## src/rtl/qfs_pkg.sv

```systemverilog
package qfs_pkg;

  typedef enum logic [1:0] {
    REG_CTRL = 2'd0,
    REG_STAT = 2'd1,
    REG_FCLR = 2'd2,
    REG_DATA = 2'd3
  } reg_sel_e;

  localparam int CTRL_DIR_BIT   = 0;
  localparam int CTRL_DMA_BIT   = 2;
  localparam int CTRL_THR_LSB   = 8;
  localparam int CTRL_IE_TE_BIT = 16;
  localparam int CTRL_IE_TC_BIT = 17;
  localparam int CTRL_IE_FT_BIT = 18;

  localparam int ST_TE_BIT   = 0;
  localparam int ST_TC_BIT   = 1;
  localparam int ST_FT_BIT   = 2;
  localparam int ST_BUSY_BIT = 5;
  localparam int ST_LVL_LSB  = 8;

  // Threshold rule: count what the bus side can use (bytes to read in
  // receive direction, free slots in transmit direction) against thr+1.
  function automatic logic thresh_met(input logic [31:0] level,
                                      input logic [31:0] depth,
                                      input logic [31:0] thr,
                                      input logic        rx);
    logic [31:0] avail;
    avail = rx ? level : (depth - level);
    return avail >= (thr + 32'd1);
  endfunction

  // Wrap-around increment for a FIFO pointer of any depth.
  function automatic logic [31:0] ptr_next(input logic [31:0] p,
                                           input logic [31:0] depth);
    return (p == depth - 32'd1) ? 32'd0 : p + 32'd1;
  endfunction

endpackage

```

## src/rtl/qfs_ctrl_reg.sv

```systemverilog
module qfs_ctrl_reg import qfs_pkg::*; #(
  parameter int THR_W = 5
) (
  input  logic             clk,
  input  logic             rst_n,
  input  logic             wr,
  input  logic [31:0]      wdata,
  output logic             dir_rx,
  output logic             dma_en,
  output logic [THR_W-1:0] thr,
  output logic             ie_te,
  output logic             ie_tc,
  output logic             ie_ft,
  output logic [31:0]      readback
);
  localparam logic [31:0] THR_MASK  = ((32'd1 << THR_W) - 32'd1) << CTRL_THR_LSB;
  localparam logic [31:0] CTRL_MASK = (32'd1 << CTRL_DIR_BIT) | (32'd1 << CTRL_DMA_BIT) |
                                      THR_MASK | (32'd1 << CTRL_IE_TE_BIT) |
                                      (32'd1 << CTRL_IE_TC_BIT) | (32'd1 << CTRL_IE_FT_BIT);

  logic [31:0] ctrl_q;

  always_ff @(posedge clk or negedge rst_n) begin
    if (!rst_n)  ctrl_q <= '0;
    else if (wr) ctrl_q <= wdata & CTRL_MASK;
  end

  assign dir_rx   = ctrl_q[CTRL_DIR_BIT];
  assign dma_en   = ctrl_q[CTRL_DMA_BIT];
  assign thr      = ctrl_q[CTRL_THR_LSB +: THR_W];
  assign ie_te    = ctrl_q[CTRL_IE_TE_BIT];
  assign ie_tc    = ctrl_q[CTRL_IE_TC_BIT];
  assign ie_ft    = ctrl_q[CTRL_IE_FT_BIT];
  assign readback = ctrl_q;
endmodule

```

## src/rtl/qfs_fifo.sv

```systemverilog
module qfs_fifo import qfs_pkg::*; #(
  parameter int DEPTH = 32,
  parameter int DW    = 8,
  localparam int AW   = $clog2(DEPTH),
  localparam int LW   = AW + 1
) (
  input  logic          clk,
  input  logic          rst_n,
  input  logic          flush,
  input  logic          push_req,
  input  logic [DW-1:0] push_data,
  input  logic          pop_req,
  output logic [DW-1:0] head,
  output logic [LW-1:0] level,
  output logic          full,
  output logic          empty,
  output logic          push_ev,
  output logic          pop_ev
);
  logic [DW-1:0] mem [DEPTH];
  logic [AW-1:0] wp, rp;
  logic [LW-1:0] cnt;

  assign full    = (cnt == LW'(DEPTH));
  assign empty   = (cnt == '0);
  assign push_ev = push_req && !full && !flush;
  assign pop_ev  = pop_req && !empty && !flush;
  assign head    = mem[rp];
  assign level   = cnt;

  always_ff @(posedge clk) begin
    if (push_ev) mem[wp] <= push_data;
  end

  always_ff @(posedge clk or negedge rst_n) begin
    if (!rst_n) begin
      wp  <= '0;
      rp  <= '0;
      cnt <= '0;
    end else if (flush) begin
      wp  <= '0;
      rp  <= '0;
      cnt <= '0;
    end else begin
      if (push_ev) wp <= AW'(ptr_next(32'(wp), DEPTH));
      if (pop_ev)  rp <= AW'(ptr_next(32'(rp), DEPTH));
      case ({push_ev, pop_ev})
        2'b10:   cnt <= cnt + 1'b1;
        2'b01:   cnt <= cnt - 1'b1;
        default: cnt <= cnt;
      endcase
    end
  end
endmodule

```

## src/rtl/qfs_flags.sv

```systemverilog
module qfs_flags (
  input  logic clk,
  input  logic rst_n,
  input  logic seq_start,
  input  logic seq_done,
  input  logic seq_err,
  input  logic abort_done,
  input  logic clr_te,
  input  logic clr_tc,
  output logic te,
  output logic tc,
  output logic busy
);
  always_ff @(posedge clk or negedge rst_n) begin
    if (!rst_n) begin
      te   <= 1'b0;
      tc   <= 1'b0;
      busy <= 1'b0;
    end else begin
      if (seq_err)     te <= 1'b1;
      else if (clr_te) te <= 1'b0;
      if (seq_done)    tc <= 1'b1;
      else if (clr_tc) tc <= 1'b0;
      if (seq_start)   busy <= 1'b1;
      else if (seq_done || seq_err || abort_done) busy <= 1'b0;
    end
  end
endmodule

```

## src/rtl/qfs_xfer_status.sv

```systemverilog
module qfs_xfer_status import qfs_pkg::*; #(
  parameter int DEPTH = 32,
  localparam int AW   = $clog2(DEPTH),
  localparam int LW   = AW + 1
) (
  input  logic        clk,
  input  logic        rst_n,
  input  logic        bus_wr,
  input  logic        bus_rd,
  input  logic [1:0]  bus_addr,
  input  logic [31:0] bus_wdata,
  output logic [31:0] bus_rdata,
  input  logic        seq_start,
  input  logic        seq_done,
  input  logic        seq_err,
  input  logic        seq_abort_done,
  input  logic        seq_push,
  input  logic [7:0]  seq_push_data,
  input  logic        seq_pop,
  output logic [7:0]  seq_pop_data,
  output logic        fifo_full,
  output logic        fifo_empty,
  output logic        irq,
  output logic        dma_req
);
  // Named events, shared with the bound checker.
  logic          ctrl_wr, fclr_wr, data_wr, data_rd;
  logic          fclr_te, fclr_tc;
  logic          dir_rx, dma_en, ie_te, ie_tc, ie_ft;
  logic [AW-1:0] thr;
  logic [31:0]   ctrl_rb;
  logic          push_req, pop_req, push_ev, pop_ev, flush;
  logic [7:0]    push_data, head;
  logic [LW-1:0] level;
  logic          te, tc, busy, ft;
  logic [31:0]   stat_word;

  assign ctrl_wr = bus_wr && (reg_sel_e'(bus_addr) == REG_CTRL);
  assign fclr_wr = bus_wr && (reg_sel_e'(bus_addr) == REG_FCLR);
  assign data_wr = bus_wr && (reg_sel_e'(bus_addr) == REG_DATA);
  assign data_rd = bus_rd && (reg_sel_e'(bus_addr) == REG_DATA);
  assign fclr_te = fclr_wr && bus_wdata[ST_TE_BIT];
  assign fclr_tc = fclr_wr && bus_wdata[ST_TC_BIT];

  qfs_ctrl_reg #(.THR_W(AW)) u_ctrl (
    .clk      (clk),
    .rst_n    (rst_n),
    .wr       (ctrl_wr),
    .wdata    (bus_wdata),
    .dir_rx   (dir_rx),
    .dma_en   (dma_en),
    .thr      (thr),
    .ie_te    (ie_te),
    .ie_tc    (ie_tc),
    .ie_ft    (ie_ft),
    .readback (ctrl_rb)
  );

  // Direction steering: each side owns one end of the FIFO.
  assign flush     = seq_abort_done;
  assign push_req  = dir_rx ? seq_push      : data_wr;
  assign push_data = dir_rx ? seq_push_data : bus_wdata[7:0];
  assign pop_req   = dir_rx ? data_rd       : seq_pop;

  qfs_fifo #(.DEPTH(DEPTH), .DW(8)) u_fifo (
    .clk       (clk),
    .rst_n     (rst_n),
    .flush     (flush),
    .push_req  (push_req),
    .push_data (push_data),
    .pop_req   (pop_req),
    .head      (head),
    .level     (level),
    .full      (fifo_full),
    .empty     (fifo_empty),
    .push_ev   (push_ev),
    .pop_ev    (pop_ev)
  );

  qfs_flags u_flags (
    .clk        (clk),
    .rst_n      (rst_n),
    .seq_start  (seq_start),
    .seq_done   (seq_done),
    .seq_err    (seq_err),
    .abort_done (seq_abort_done),
    .clr_te     (fclr_te),
    .clr_tc     (fclr_tc),
    .te         (te),
    .tc         (tc),
    .busy       (busy)
  );

  assign ft = thresh_met(32'(level), DEPTH, 32'(thr), dir_rx);

  always_comb begin
    stat_word = '0;
    stat_word[ST_TE_BIT]   = te;
    stat_word[ST_TC_BIT]   = tc;
    stat_word[ST_FT_BIT]   = ft;
    stat_word[ST_BUSY_BIT] = busy;
    stat_word[ST_LVL_LSB +: LW] = level;
  end

  always_comb begin
    case (reg_sel_e'(bus_addr))
      REG_CTRL: bus_rdata = ctrl_rb;
      REG_STAT: bus_rdata = stat_word;
      REG_DATA: bus_rdata = (dir_rx && !fifo_empty) ? {24'd0, head} : 32'd0;
      default:  bus_rdata = 32'd0;
    endcase
  end

  assign seq_pop_data = head;
  assign irq          = (te && ie_te) || (tc && ie_tc) || (ft && ie_ft);
  assign dma_req      = dma_en && ft;
endmodule

```

## config.mk

```make
export PLATFORM = sky130hd
export DESIGN_NAME = qfs_xfer_status
export DESIGN_NICKNAME = d
export VERILOG_FILES = /design/src/rtl/qfs_pkg.sv /design/src/rtl/qfs_ctrl_reg.sv /design/src/rtl/qfs_fifo.sv /design/src/rtl/qfs_flags.sv /design/src/rtl/qfs_xfer_status.sv
export SDC_FILE = /design/constraint.sdc
export NUM_CORES = 1
export LEC_CHECK = 0
export CAP_MARGIN = 40
export CORE_MARGIN = 4
export CORE_UTILIZATION = 49
export CTS_CLUSTER_SIZE = 14
export DETAILED_ROUTE_END_ITERATION = 8
export HOLD_SLACK_MARGIN = 0.12
export PLACE_DENSITY_LB_ADDON = 0.2
export RECOVER_POWER = 100
export REMOVE_ABC_BUFFERS = 1
export SLEW_MARGIN = 20
export SYNTH_ARGS = -nofsm -noshare
export SYNTH_HDL_FRONTEND = slang
export SYNTH_SLANG_ARGS = --single-unit
```

## constraint.sdc

```tcl
create_clock -name clk -period 3 [get_ports clk]
set_clock_uncertainty 0.1 [all_clocks]
set_input_delay 0.75 -clock clk [delete_from_list [all_inputs] [get_ports clk]]
set_output_delay 0.75 -clock clk [all_outputs]
set_load 0.005 [all_outputs]
```

==> key figures <==
Floorplanning
  – Core ar.: 25,000 µm²
  – Boundary pin count: 96
  – Die area: 28,000 µm²
  – Initial cell density of the core: 0.496
  – DIE WIDTH: ~170 µm
  – Chip Height: roughly 170 µm
  – # rows: 58

Yosys
  – Post-synthesis sequential area ratio: 0.677
  – Unique masters post-synth: 56
  – Synthesized area: around 12,000 µm²
  – Ys Warns: 0
  – Synthesized area per cell: around 17 µm²
  – Post-synth EDFFs: 256
  – Cells after Synth: about 740
  – Most used DFF post-synth: edfxtp_1
  – Seq cells post-synth: 285
  – Fraction of registers with async set or reset after synthesis: 0.102

Timing
  – Relative max-transition margin: -0.125
  – Worst hold slack: ~0.43 ns
  – Fin crit share: 1.23
  – Fin. Hold Viols: 0
  – RSZ-0062 raised after global routing: yes
  – Setup ws final: -0.677 ns
  – Slew @ Worst Pin: around 1.7 ns
  – Max-slew violations: 30
  – # setup viols final: 25
  – TNS Setup: -10.85 ns
  – Achievable Freq: between 200 and 300 MHz
  – Final min period: ~3.7 ns

Route
  – Vias per Instance: about 5.6
  – DRC: 0
  – Drt total wl: 28,900 µm
  – DRT Pass-1 Iters: 5
  – Initial DRC Count: 701
  – DR WL/cell: around 22 µm
  – Antenna-violating nets left: 0
  – Vias: 7,321

CTS
  – CTS root buffer: clkbuf_16
  – CTS Hold Buffers Added: 0
  – CTS Buf Count: 29
  – Clock sink total: between 200 and 300
  – Clock Pin Slew Worst Setup and Hold Paths: 0.06 ns
  – Clock Latency Late Sink: about 0.54 ns
  – TritonCTS clock tree: built
  – H-Tree Depth: 1
  – Max Buffers Root-to-Sink: 3

Power and ir drop
  – Max VDD drop: slightly above 0.5 mV
  – PD cells: about 730 nW/µm²
  – Lkg Pwr: around 0.0056 µW

Placed design
  – Placed insts: approximately 1.2k
  – RePlAce Congestion: 0.843
  – Port buffer count: 64
  – Final HPWL DP: roughly 19,000 µm

Run status
  – Failing checks: capacitance limit, slew limit, setup timing
  – Status: finished, violations left

Flow run
  – Max Cap Violations: 1

Worst setup path
  – Crit path required time: 2.15 ns
  – CP Class: register to output port
  – CP startpoint kind: register
  – CP arrival: approximately 2.8 ns
  – Worst-path fanout max: 8
  – Critical path endpoint category: output port

Global route
  – Largest net degree at the start of global routing: 33
  – Remaining global-route overflow: 0
  – Initial antenna violation count: 0
  – GRT Overall Usage: 0.205
  – Vias in the first global route: 7,700
  – First-pass GRT wire length: roughly 45,000 µm

Layout
  – Layout Cells excl Fill: between 1k and 1.5k
  – Synth-to-layout area growth: 25.7%
  – NumNets Final: 1,017
  – Most common cell after layout, fill and taps aside: edfxtp_1
  – # fillers: 1,831
  – Commonest cells after routing, fill and taps aside: edfxtp_1, buf_4, nor2_1, mux2i_1, mux4_2
  – Ant diodes: 0
  – Share of cells above drive strength 1: 0.318

Worst hold path
  – Class of the worst hold path: register to register
## layout make-up
cell class | count | area [µm²] | share of cell area
Clock inverter | 15 | 134 | 0.00857
Inverter | 10 | 37.5 | 0.00240
Timing Repair Buffer | 212 | 1830 | 0.117
Sequential cell | 285 | 8420 | 0.539
Multi-Input combinational cell | 407 | 4010 | 0.256
Tap cell | 330 | 413 | 0.0264
Clock buffer | 37 | 786 | 0.0503
## registers in the layout (all words and copies together) (netlist names)
signal and cells:
u_flags.busy 1, u_flags.te 1, u_fifo.rp 5, u_fifo.level 6, u_ctrl.readback 10, u_fifo.wp 5, u_fifo.mem 256, u_flags.tc 1
## cells in the mapped netlist, types with 6 or more instances
master | number | area [µm²]
mux2i_1 | 52 | 521
a221oi_1 | 6 | 52.6
ha_1 | 19 | 238
a21oi_1 | 22 | 110
a22oi_1 | 9 | 67.6
and2_1 | 12 | 75.1
nand2_1 | 25 | 93.8
nand3_1 | 17 | 85.1
buf_4 | 16 | 120
a22o_1 | 8 | 70.1
dfrtp_1 | 29 | 726
mux2_2 | 26 | 293
mux4_2 | 28 | 631
mux4_1 | 20 | 526
o21ai_0 | 8 | 40.0
nor2_1 | 65 | 244
buf_2 | 11 | 55.1
edfxtp_1 | 256 | 7690
nor3_1 | 7 | 35.0
clkbuf_1 | 13 | 48.8
inv_1 | 10 | 37.5
## through the flow
step,worst slack [ns],utilization,area [µm²],total power (µW)
4_1_cts,-0.677,0.622,15600,11300
2_1_floorplan,-1.20,-,12200,6160
3_3_place_gp,-0.621,0.565,14200,7200
6_report,-0.677,0.624,15600,11300
5_1_grt,-0.744,0.624,15600,11900
3_5_place_dp,-0.622,0.565,14200,7280
## final timing paths
check	from	to	slack, ns	cells after the start
setup reg to reg	u_fifo.level[0]$_DFFE_PN0P_	u_fifo.level[5]$_DFFE_PN0P_	-0.13	14
hold / removal	u_flags.tc$_DFFE_PN0P_	u_flags.tc$_DFFE_PN0P_	0.43	1
min in group asynchronous	rst_n	u_ctrl.readback[12]$_DFFE_PN0P_	1.08	2
max in group asynchronous	rst_n	u_fifo.rp[1]$_DFFE_PN0P_	0.52	2
setup / recovery	u_fifo.rp[0]$_DFFE_PN0P_	bus_rdata[6]	-0.68	10
hold reg to reg	u_flags.tc$_DFFE_PN0P_	u_flags.tc$_DFFE_PN0P_	0.43	1
## critical path, stage by stage, from the launching register on
cell,delay [ns]
dfrtp_2,0.41
buf_12,0.15
buf_4,0.14
buf_12,0.14
buf_6,0.11
mux4_2,0.40
mux2_4,0.31
o22ai_4,0.23
a221oi_2,0.08
and2_1,0.20
buf_2,0.12
## per-layer routing
metal	vias up	global-route usage	wire [µm]
met5	-	0	0
met4	0	0.0459	674
met3	46	0.0312	1860
met2	258	0.349	14400
met1	3731	0.284	11900
li1	3286	-	-
## report_power, final
| part | switching [µW] | internal (µW) | total [µW] |
|---|---|---|---|
| combinational | 1550 | 1740 | 3290 |
| sequential | 80.1 | 4530 | 4610 |
| clock | 1430 | 2010 | 3450 |
| total | 3060 | 8280 | 11300 |
## cell families after synthesis
group,after synthesis,share of synthesized area
and+or+nand+nor,158,0.0628
DFF,285,0.677
xor gates and xnor gates,11,0.00836
AOI/OAI and AO/OA,77,0.0434
buffers and inverters,59,0.0291
adders and majority gates,20,0.0207
muxes,126,0.158
other,1,0.000302
## what timing repair did
item                                    4_1_cts  5_1_grt
gates resized for setup                     172       30
endpoints found under the hold margin         0        0
buffers inserted                             26        6
pin swaps                                    19       12
gates cloned                                  1        0
endpoints found under the setup margin       30       20
(Power assumes the default switching activity.)
